File: config.mk
export PLATFORM = sky130hd
export DESIGN_NAME = alu_multifunc
export DESIGN_NICKNAME = d
export VERILOG_FILES = /design/src/rtl/alu_pkg.sv /design/src/rtl/alu_adder.sv /design/src/rtl/alu_logic_unit.sv /design/src/rtl/alu_barrel_shifter.sv /design/src/rtl/alu_multifunc.sv
export SDC_FILE = /design/constraint.sdc
export NUM_CORES = 1
export LEC_CHECK = 0
export BUFFER_PORTS_ARGS = -buffer_cell sky130_fd_sc_hd__buf_2
export CAP_MARGIN = 20
export CORE_ASPECT_RATIO = 1.5
export CORE_MARGIN = 8
export CORE_UTILIZATION = 40
export DETAILED_ROUTE_END_ITERATION = 10
export SLEW_MARGIN = 20
export SYNTH_ARGS = -nofsm -noshare
export SYNTH_HDL_FRONTEND = slang
export SYNTH_HIERARCHICAL = 1
export SYNTH_SLANG_ARGS = --single-unit
export TNS_END_PERCENT = 5
File: constraint.sdc
create_clock -name vclk -period 42.4
set_clock_uncertainty 0.1 [all_clocks]
set_input_delay 2.12 -clock vclk [all_inputs]
set_output_delay 2.12 -clock vclk [all_outputs]
set_load 0.01 [all_outputs]
File: src/rtl/alu_pkg.sv
package alu_pkg;

    typedef enum logic [1:0] {
        CLS_SHIFT = 2'b00,
        CLS_ZERO  = 2'b01,
        CLS_ARITH = 2'b10,
        CLS_LOGIC = 2'b11
    } cls_e;

    typedef enum logic [1:0] {
        LOP_AND = 2'b00,
        LOP_OR  = 2'b01,
        LOP_XOR = 2'b10,
        LOP_NOR = 2'b11
    } lop_e;

    localparam int SHC_RIGHT = 0;
    localparam int SHC_ARITH = 1;
    localparam int SHC_VAR   = 2;

endpackage

File: src/rtl/alu_adder.sv
module alu_adder #(
    parameter int WIDTH = 32
) (
    input  logic [WIDTH-1:0] a,
    input  logic [WIDTH-1:0] b,
    input  logic             sub,
    output logic [WIDTH-1:0] sum,
    output logic             cout,
    output logic             ovf
);
    logic [WIDTH-1:0] b_eff;
    logic [WIDTH:0]   carry;

    assign b_eff    = sub ? ~b : b;
    assign carry[0] = sub;

    for (genvar i = 0; i < WIDTH; i++) begin : g_cell
        assign sum[i]     = a[i] ^ b_eff[i] ^ carry[i];
        assign carry[i+1] = (a[i] & b_eff[i]) | ((a[i] ^ b_eff[i]) & carry[i]);
    end

    assign cout = carry[WIDTH];
    assign ovf  = carry[WIDTH] ^ carry[WIDTH-1];

    // overflow must agree with the sign rule on the adder inputs
    always_comb begin
        assert_ovf_sign_R3: assert (ovf ==
            ((a[WIDTH-1] == b_eff[WIDTH-1]) && (sum[WIDTH-1] != a[WIDTH-1])))
            else $error("overflow disagrees with sign rule");
    end
endmodule

File: src/rtl/alu_logic_unit.sv
module alu_logic_unit
    import alu_pkg::*;
#(
    parameter int WIDTH = 32
) (
    input  logic [WIDTH-1:0] a,
    input  logic [WIDTH-1:0] b,
    input  logic [1:0]       sel,
    output logic [WIDTH-1:0] out
);
    always_comb begin
        unique case (lop_e'(sel))
            LOP_AND: out = a & b;
            LOP_OR:  out = a | b;
            LOP_XOR: out = a ^ b;
            LOP_NOR: out = ~(a | b);
            default: out = '0;
        endcase
    end

    // AND result is a subset of each operand; OR result covers each operand
    always_comb begin
        if (lop_e'(sel) == LOP_AND)
            assert_and_subset_R4: assert ((out & ~a) == '0 && (out & ~b) == '0)
                else $error("AND result outside operands");
        if (lop_e'(sel) == LOP_OR)
            assert_or_cover_R4: assert ((out & a) == a && (out & b) == b)
                else $error("OR result misses operand bits");
    end
endmodule

File: src/rtl/alu_barrel_shifter.sv
module alu_barrel_shifter #(
    parameter int WIDTH = 32,
    localparam int AW = $clog2(WIDTH)
) (
    input  logic [WIDTH-1:0] din,
    input  logic [AW-1:0]    amt,
    input  logic             right,
    input  logic             arith,
    output logic [WIDTH-1:0] dout
);
    logic             fill;
    logic [WIDTH-1:0] stg [AW+1];

    assign fill   = right & arith & din[WIDTH-1];
    assign stg[0] = din;

    for (genvar k = 0; k < AW; k++) begin : g_stage
        localparam int SH = 1 << k;
        always_comb begin
            if (!amt[k])
                stg[k+1] = stg[k];
            else if (right)
                stg[k+1] = {{SH{fill}}, stg[k][WIDTH-1:SH]};
            else
                stg[k+1] = {stg[k][WIDTH-1-SH:0], {SH{1'b0}}};
        end
    end

    assign dout = stg[AW];

    // zero distance passes data through; R5/R6: vacated edge bit has fill value
    always_comb begin
        if (amt == '0)
            assert_zero_pass_R8: assert (dout == din)
                else $error("zero shift altered data");
        else if (right)
            assert_right_fill_R6: assert (dout[WIDTH-1] == (arith & din[WIDTH-1]))
                else $error("right shift fill wrong");
        else
            assert_left_fill_R5: assert (dout[0] == 1'b0)
                else $error("left shift fill wrong");
    end
endmodule

File: src/rtl/alu_multifunc.sv
module alu_multifunc
    import alu_pkg::*;
#(
    parameter int WIDTH = 32,
    localparam int AW = $clog2(WIDTH)
) (
    input  logic [WIDTH-1:0] x,
    input  logic [WIDTH-1:0] y,
    input  logic [AW-1:0]    shamt,
    input  logic [1:0]       fclass,
    input  logic             sub,
    input  logic [2:0]       shctl,
    input  logic [1:0]       lsel,
    output logic [WIDTH-1:0] result,
    output logic             carry_out,
    output logic             overflow
);
    logic [WIDTH-1:0] add_res;
    logic [WIDTH-1:0] log_res;
    logic [WIDTH-1:0] sh_res;
    logic [AW-1:0]    sh_dist;

    assign sh_dist = shctl[SHC_VAR] ? x[AW-1:0] : shamt;

    alu_adder #(.WIDTH(WIDTH)) u_adder (
        .a    (x),
        .b    (y),
        .sub  (sub),
        .sum  (add_res),
        .cout (carry_out),
        .ovf  (overflow)
    );

    alu_logic_unit #(.WIDTH(WIDTH)) u_logic (
        .a   (x),
        .b   (y),
        .sel (lsel),
        .out (log_res)
    );

    alu_barrel_shifter #(.WIDTH(WIDTH)) u_shift (
        .din   (y),
        .amt   (sh_dist),
        .right (shctl[SHC_RIGHT]),
        .arith (shctl[SHC_ARITH]),
        .dout  (sh_res)
    );

    always_comb begin
        unique case (cls_e'(fclass))
            CLS_SHIFT: result = sh_res;
            CLS_ZERO:  result = '0;
            CLS_ARITH: result = add_res;
            CLS_LOGIC: result = log_res;
            default:   result = '0;
        endcase
    end

    // unused class must give zero
    always_comb begin
        if (cls_e'(fclass) == CLS_ZERO)
            assert_zero_class_R9: assert (result == '0)
                else $error("class 01 result nonzero");
    end
endmodule

# ---- Word-level counts from Yosys, hierarchy flattened
# Index checks and enable logic that the tools add are counted.
dict set report classes {
  n_eq_ne 6
  n_reduce_logical 2
  n_bitwise 168
  mux 14
}
# operator n
set ops {}
lappend ops {{32-bit two-way mux} 11}
lappend ops {{32-bit case mux with 4 select lines} 2}
lappend ops {{1-bit bitwise AND} 66}
lappend ops {{1-bit XOR} 65}
lappend ops {{32-bit inverter} 2}
lappend ops {{32-bit bitwise AND} 1}
lappend ops {{1-bit OR} 32}
lappend ops {{32-bit OR} 1}
lappend ops {{32-bit XOR} 1}
lappend ops {{2-bit == test, second input constant} 4}
lappend ops {{5-bit two-way mux} 1}
lappend ops {{2-bit by 1-bit == test with 1-bit output, second input constant} 2}
lappend ops {{2-bit zero test} 2}
dict set report totals {
  input_bits 77
  output_inout_bits 34
  register_bits 0
  wordCells 190
}

# ---- Depth between registers and ports, before layout
# Gate-level depths: netlist (run 1).
dict set report depth {
  ltp_word 68
  mapped_depth 37
  ltp_nobuf 35
}

# ---- Cells and area by module
# Netlist (run 1), hierarchy kept.
# module cells_each area_per_inst_um2 seq_area_each_um2 instances
set by_module_without_submodules {}
lappend by_module_without_submodules {alu_barrel_shifter 636 4097.7 0.0 1}
lappend by_module_without_submodules {alu_logic_unit 305 2122.0 0.0 1}
lappend by_module_without_submodules {alu_adder 130 1224.9 0.0 1}
lappend by_module_without_submodules {alu_multifunc 82 952.2 0.0 1}

# ---- Worst setup path before layout (run 1)
# Ideal clock, no wire load.
dict set report synth_timing {
  path_type {input-to-output}
  startpoint {input sub}
  endpoint {output result[31]}
  t_required_ps 40180
  n_path_buf 2
  t_arrival_ps 14689
  cell_stages 37
  slack_ps 25491
  path_cell_list {buf_6 buf_12 xnor2_1 fa_1 fa_1 fa_1 fa_1 fa_1 fa_1 fa_1 fa_1 fa_1 fa_1 fa_1 fa_1 fa_1 fa_1 fa_1 fa_1 fa_1 fa_1 fa_1 fa_1 fa_1 fa_1 fa_1 fa_1 fa_1 fa_1 fa_1 fa_1 fa_1 fa_1 inv_1 fa_1 mux2i_1 o2bb2ai_2}
}
dict set report synth_via {
  elab_chain_cells 66
  word_cells_on_any_way 128
  classes_between {mux (2); bitwise (126)}
}
# item line
set synth_rtl {}
lappend synth_rtl {{start: declaration} alu_multifunc.sv:11} ;# input logic sub,
lappend synth_rtl {{32-bit two-way mux} alu_adder.sv:14} ;# assign b_eff = sub ? ~b : b;
lappend synth_rtl {{1-bit XOR} alu_adder.sv:19} ;# assign carry[i+1] = (a[i] & b_eff[i]) | ((a[i] ^ b_eff[i]) & carry[i]);
lappend synth_rtl {{1-bit bitwise AND} alu_adder.sv:19}
lappend synth_rtl {{1-bit OR} alu_adder.sv:19}
lappend synth_rtl {{1-bit bitwise AND} alu_adder.sv:19}
lappend synth_rtl {{1-bit OR} alu_adder.sv:19}
lappend synth_rtl {{1-bit bitwise AND} alu_adder.sv:19}
lappend synth_rtl {{1-bit OR} alu_adder.sv:19}
lappend synth_rtl {{[... 51 more ...]} --}
lappend synth_rtl {{1-bit OR} alu_adder.sv:19}
lappend synth_rtl {{1-bit bitwise AND} alu_adder.sv:19}
lappend synth_rtl {{1-bit OR} alu_adder.sv:19}
lappend synth_rtl {{1-bit bitwise AND} alu_adder.sv:19}
lappend synth_rtl {{1-bit OR} alu_adder.sv:19}
lappend synth_rtl {{1-bit XOR (*)} alu_adder.sv:18} ;# assign sum[i] = a[i] ^ b_eff[i] ^ carry[i];
lappend synth_rtl {{net add_res[31]} alu_multifunc.sv:18} ;# logic [WIDTH-1:0] add_res;
lappend synth_rtl {{32-bit case mux with 4 select lines (*)} alu_multifunc.sv:50} ;# unique case (cls_e'(fclass))
lappend synth_rtl {{end: declaration} alu_multifunc.sv:14} ;# output logic [WIDTH-1:0] result,
# Mark *: on every way through the listed nets, which the timed path passes. The rest lies on a longest branch.

# ---- Final worst setup path (run 1)
# Ends and elaborated chain as after synthesis.

==> reports/metrics.yaml, run 1 <==
seq_cell_count: 0
crit_path_start: "sub"
nFillCells: 2282
numPortBuffers: 111
nets: 1357
cp.arrival_ns: 16.19
grt_max_degree: 97
first_pass_iters: 6
syn-cell-area_sq_um: 8397
power_leakage_nw: 4.031
synth_xor_area_frac: 0.03621
hold_violations: 0
seq_power_share: 0
synthSimpleGateAreaFrac: 0.1849
viasPerCell: 6.199
grt_remaining_overflow: 0
routed_wl_mm: 34.77
yosysTopAreaCell: "mux2i_1"
hp-start: "x[31]"
postRouteAntennaNets: 0
cts_setup_buffers: 0
crit_type: "primary input to output pin"
cp-end-kind: "output pin"
cts_resized: 0
antenna_cells: 0
relSlewSlack: 0.2934
multi_input_area_sq_um: 7218
swShare: 0.6435
cap_violations: 0
start_kind: "primary input"
core_sq_um: 20820
synth_seq_area_share: 0
setup_violations: 0
die_h_um: 193.5
grt_pass1_wl_mm: 53.00
fin_util: 0.4188
p_comb_frac: 1.000
ios: 111
internal_power_mw: 0.05184
nClkBuffers: 0
required_ns: 40.18
synth.top_cell.area_share: 0.1335
cpMaxStageDelayCell: "buf_2"
whs_ns: 4.611
drc_errors: 0
drive_gt1_frac: 0.1648
slowest_delay_ns: 0.72
yosys-top-cells-area: "mux2i_1 13%, ha_1 9.5%, fa_1 7.4%"
period_minus_slack_ns: 18.41
synth_compound_area_frac: 0.3125
cp_common_cell: "fa_1"
die_w_um: 134.3
wire_per_inst_um: 23.96
fin_ws_ns: 23.99
synth_top_family_by_area: "compound AO/OA/AOI/OAI gates"
synth_nets: 1325
tightestPinTransition_ns: 1.050
worstHoldEndpoint: "carry_out"
place.gp.congestion: 0.9784
seqCellArea_sq_um: 0
p_per_area_nw_per_um2: 16.68
track_usage: 0.2555
die_area_sq_um: 25980
ys_types: 73
place_hpwl_mm: 26.15
status: "finished clean"
grt_pass1_vias: 8827
row_count: 65
syn_inst: 1153
synth.avg_cell_area_sq_um: 7.283
synth_adder_area_share: 0.1693
whs_path_depth: 3
yosys_warnings: 6
max_freq_mhz: 54.32
start_util: 0.4033
first_iter_violations: 929
synthMuxAreaShare: 0.1563
ir_worst_vdd_mv: 0.01250
place_ws_ns: 24.01
power_switching_mw: 0.09358
fin_crit_sh: 0.4342
clkPwrFrac: 0
vias: 8995
cp_max_fo: 32
antenna_found_initial: 0
min_path_type: "primary input to output pin"
ctsHoldBuffers: 0
area_growth_pct: 3.844
setup_tns_ns: 0
drv_slew: 0
rsz0062_at_grt: "false"
-- layer usage --
metal | global-route usage | vias to the layer above | part of all wire
li1 | - | 4157 | -
met1 | 0.3045 | 4314 | 0.39
met2 | 0.4583 | 434 | 0.51
met3 | 0.02023 | 90 | 0.058
met4 | 0.1010 | 0 | 0.045
met5 | 0 | - | 0
-- final cells by class --
type / instances / area share
Tap cell: 268 / 0.03846
Multi-Input combinational cell: 924 / 0.8278
Inverter: 134 / 0.05768
Timing Repair Buffer: 125 / 0.07605
-- power by group through the flow --
stage / combinational (mW) / sequential, mW / clock, mW
3_5_place_dp: 0.142 / 0 / 0
6_report: 0.145 / 0 / 0
5_1_grt: 0.157 / 0 / 0
4_1_cts: 0.143 / 0 / 0
3_3_place_gp: 0.141 / 0 / 0
2_1_floorplan: 0.0992 / 0 / 0
-- cell usage in the layout, fill, tap and decap left out, types with 7 or more instances in the layout --
cell	netlist	routed
a211oi_1	24	24
inv_1	132	132
nand3_1	12	12
nor2b_1	57	57
nor3_1	66	66
xnor2_1	29	29
nand2b_1	8	8
buf_4	10	15
a211oi_2	10	10
nor2_1	86	86
o211ai_1	12	12
o221ai_1	7	7
ha_1	64	64
nand2_1	55	55
a22oi_1	11	11
buf_2	19	110
mux2_2	11	10
mux2i_1	112	112
fa_1	31	31
and2b_1	10	10
o2bb2ai_2	30	30
o21bai_1	32	32
a21oi_1	86	86
o22ai_1	23	23
o21ai_0	56	56
a31oi_1	9	9
-- worst max path at each step --
stage	end	depth (start not counted)
6_report	result[31]	37
5_1_grt	result[31]	37
4_1_cts	result[31]	37
3_5_place_dp	result[31]	37
3_3_place_gp	result[31]	37
2_1_floorplan	result[31]	37
-- per-stage QoR --
step	std cells	power, mW	area, sq um
floorplan	1153	0.09925	8397
global placement	1451	0.1415	8720
detailed placement	1451	0.1425	8720
CTS	1451	0.1429	8720
global route	1451	0.1572	8720
finish	1451	0.1454	8720
-- worst max-delay path: cells and delay by family --
family,cells,cell delay (ns)
adder cells (fa/ha/maj),31,12.54
buffers and inverters,3,0.98
multiplexers,2,0.44
AO/OA/AOI/OAI,1,0.08
-- cell usage after synthesis (30+ instances only) --
master       n
fa_1        31
nor3_1      66
o2bb2ai_2   30
nor2b_1     57
ha_1        64
nor2_1      86
a21oi_1     86
o21ai_0     56
o21bai_1    32
mux2i_1    112
inv_1      132
clkbuf_1    33
nand2_1     55
-- logic make-up after synthesis --
| kind of cell | Yosys count |
|---|---|
| XOR/XNOR | 33 |
| buffers and inverters | 229 |
| adder cells (fa/ha/maj) | 95 |
| AND/OR/NAND/NOR | 315 |
| multiplexers | 126 |
| AO/OA/AOI/OAI | 355 |
Power figures use the tool's default switching activity.
==> run 2, diff against run 1 <==
Clock period 42.4 ns to 15.6 ns, I/O delays scaled along.
==> reports/metrics.yaml, run 2 (synthesis results as in run 1) <==
setup_violations: 0  # unchanged
required_ns: 14.72  # -25.46 ns
period_minus_slack_ns: 15.13
antenna_found_initial: 0  # unchanged
cp_common_cell: "fa_1"
fin_crit_sh: 0.9699
layout_commonest_cell: "inv_1"
first_iter_violations: 889  # -4.3%
row_count: 65  # unchanged
area_growth_pct: 4.023
grt_remaining_overflow: 0  # unchanged
start_util: 0.4033  # unchanged
min_path_type: "primary input to output pin"
grt_pass1_vias: 8762  # -0.74%
crit_type: "primary input to output pin"
place_hpwl_mm: 25.80  # -1.3%
whs_ns: 1.934  # -2.677 ns
grt_max_degree: 97  # unchanged
seq_cell_count: 0  # unchanged
max_freq_mhz: 66.09
crit_family: "adder cells"
die_area_sq_um: 25980  # unchanged
seqCellArea_sq_um: 0  # unchanged
ios: 111  # unchanged
antenna_cells: 0  # unchanged
routed_wl_mm: 33.91  # -2.5%
dp_cells: 1453  # +0.14%
relSlewSlack: 0.3161  # +0.02267
cp_max_fo: 9  # -72%
nets: 1359  # +0.15%
postRouteAntennaNets: 0  # unchanged
vias: 8854  # -1.6%
cap_violations: 0  # unchanged
p_per_area_nw_per_um2: 45.03  # +170%
status: "finished clean"
track_usage: 0.2501  # -0.005409
first_pass_iters: 5  # -1
wire_per_inst_um: 23.34  # -2.6%
die_w_um: 134.3  # unchanged
setup_tns_ns: 0  # unchanged
drive_gt1_frac: 0.1662  # +0.001410
final_cells: 1453  # +0.14%
tightestPinTransition_ns: 1.016  # -0.03369 ns
fin_ws_ns: 0.4691  # -23.52 ns
hold_violations: 0  # unchanged
power_leakage_nw: 4.040  # +0.24%
rsz0062_at_grt: "false"
cp-end-kind: "output pin"
grt_pass1_wl_mm: 52.21  # -1.5%
nClkBuffers: 0  # unchanged
drc_errors: 0  # unchanged
start_kind: "primary input"
crit_buf_inv: 3  # unchanged
drv_slew: 0  # unchanged
place_area_sq_um: 8735  # +0.17%
cts_setup_buffers: 0  # unchanged
numPortBuffers: 111  # unchanged
power_mw: 0.3933  # +170%
viasPerCell: 6.094  # -1.7%
die_h_um: 193.5  # unchanged
final_cell_mix: "132 x inv_1, 112 x mux2i_1, 110 x buf_2"
fin_util: 0.4195  # +0.0007210
stdcell_area_sq_um: 8735  # +0.17%
cpMaxStageDelayCell: "fa_1"
ir_worst_vdd_mv: 0.03058  # +140%
slowest_delay_ns: 0.49  # -0.23 ns
cp.arrival_ns: 14.25  # -1.94 ns
place.gp.congestion: 1.010  # +3.2%
cts_resized: 0  # unchanged
nFillCells: 2293  # +0.48%
core_sq_um: 20820  # unchanged
place_ws_ns: 0.5385  # -23.47 ns
ctsHoldBuffers: 0  # unchanged
run 2: worst min-delay path, delay by kind of cell:
kind	cells	cell delay (ns)
adder cells (fa/ha/maj)	1	0.21
buffers and inverters	2	0.27
run 2: worst paths after layout:
path                  slack (ns)  cells after the start          to   from
worst max-delay path        0.47                     37  result[31]   y[0]
worst min-delay path        1.93                      3   carry_out  x[31]
run 2: power breakdown:
group	total, mW	leakage, nW	switching [mW]	internal (mW)
Combinational	0.393	4.04	0.252	0.141
Sequential	0	0	0	0
Clock	0	0	0	0
Total	0.393	4.04	0.252	0.141
run 2: area by class of cell:
cell class	instances	area, sq um	share of cell area
multi-input combinational	924	7218	0.8264
timing repair buffer	127	678.2	0.07764
inverter	134	503.0	0.05758
tap	268	335.3	0.03839
run 2: layer usage:
layer | vias up | share of wire | wire length, um | global-route usage
met4 | 0 | 0.048 | 1629 | 0.1006
li1 | 4163 | - | - | -
met2 | 408 | 0.51 | 17200 | 0.4434
met5 | - | 0 | 0 | 0
met1 | 4199 | 0.38 | 12840 | 0.2999
met3 | 84 | 0.066 | 2241 | 0.02282
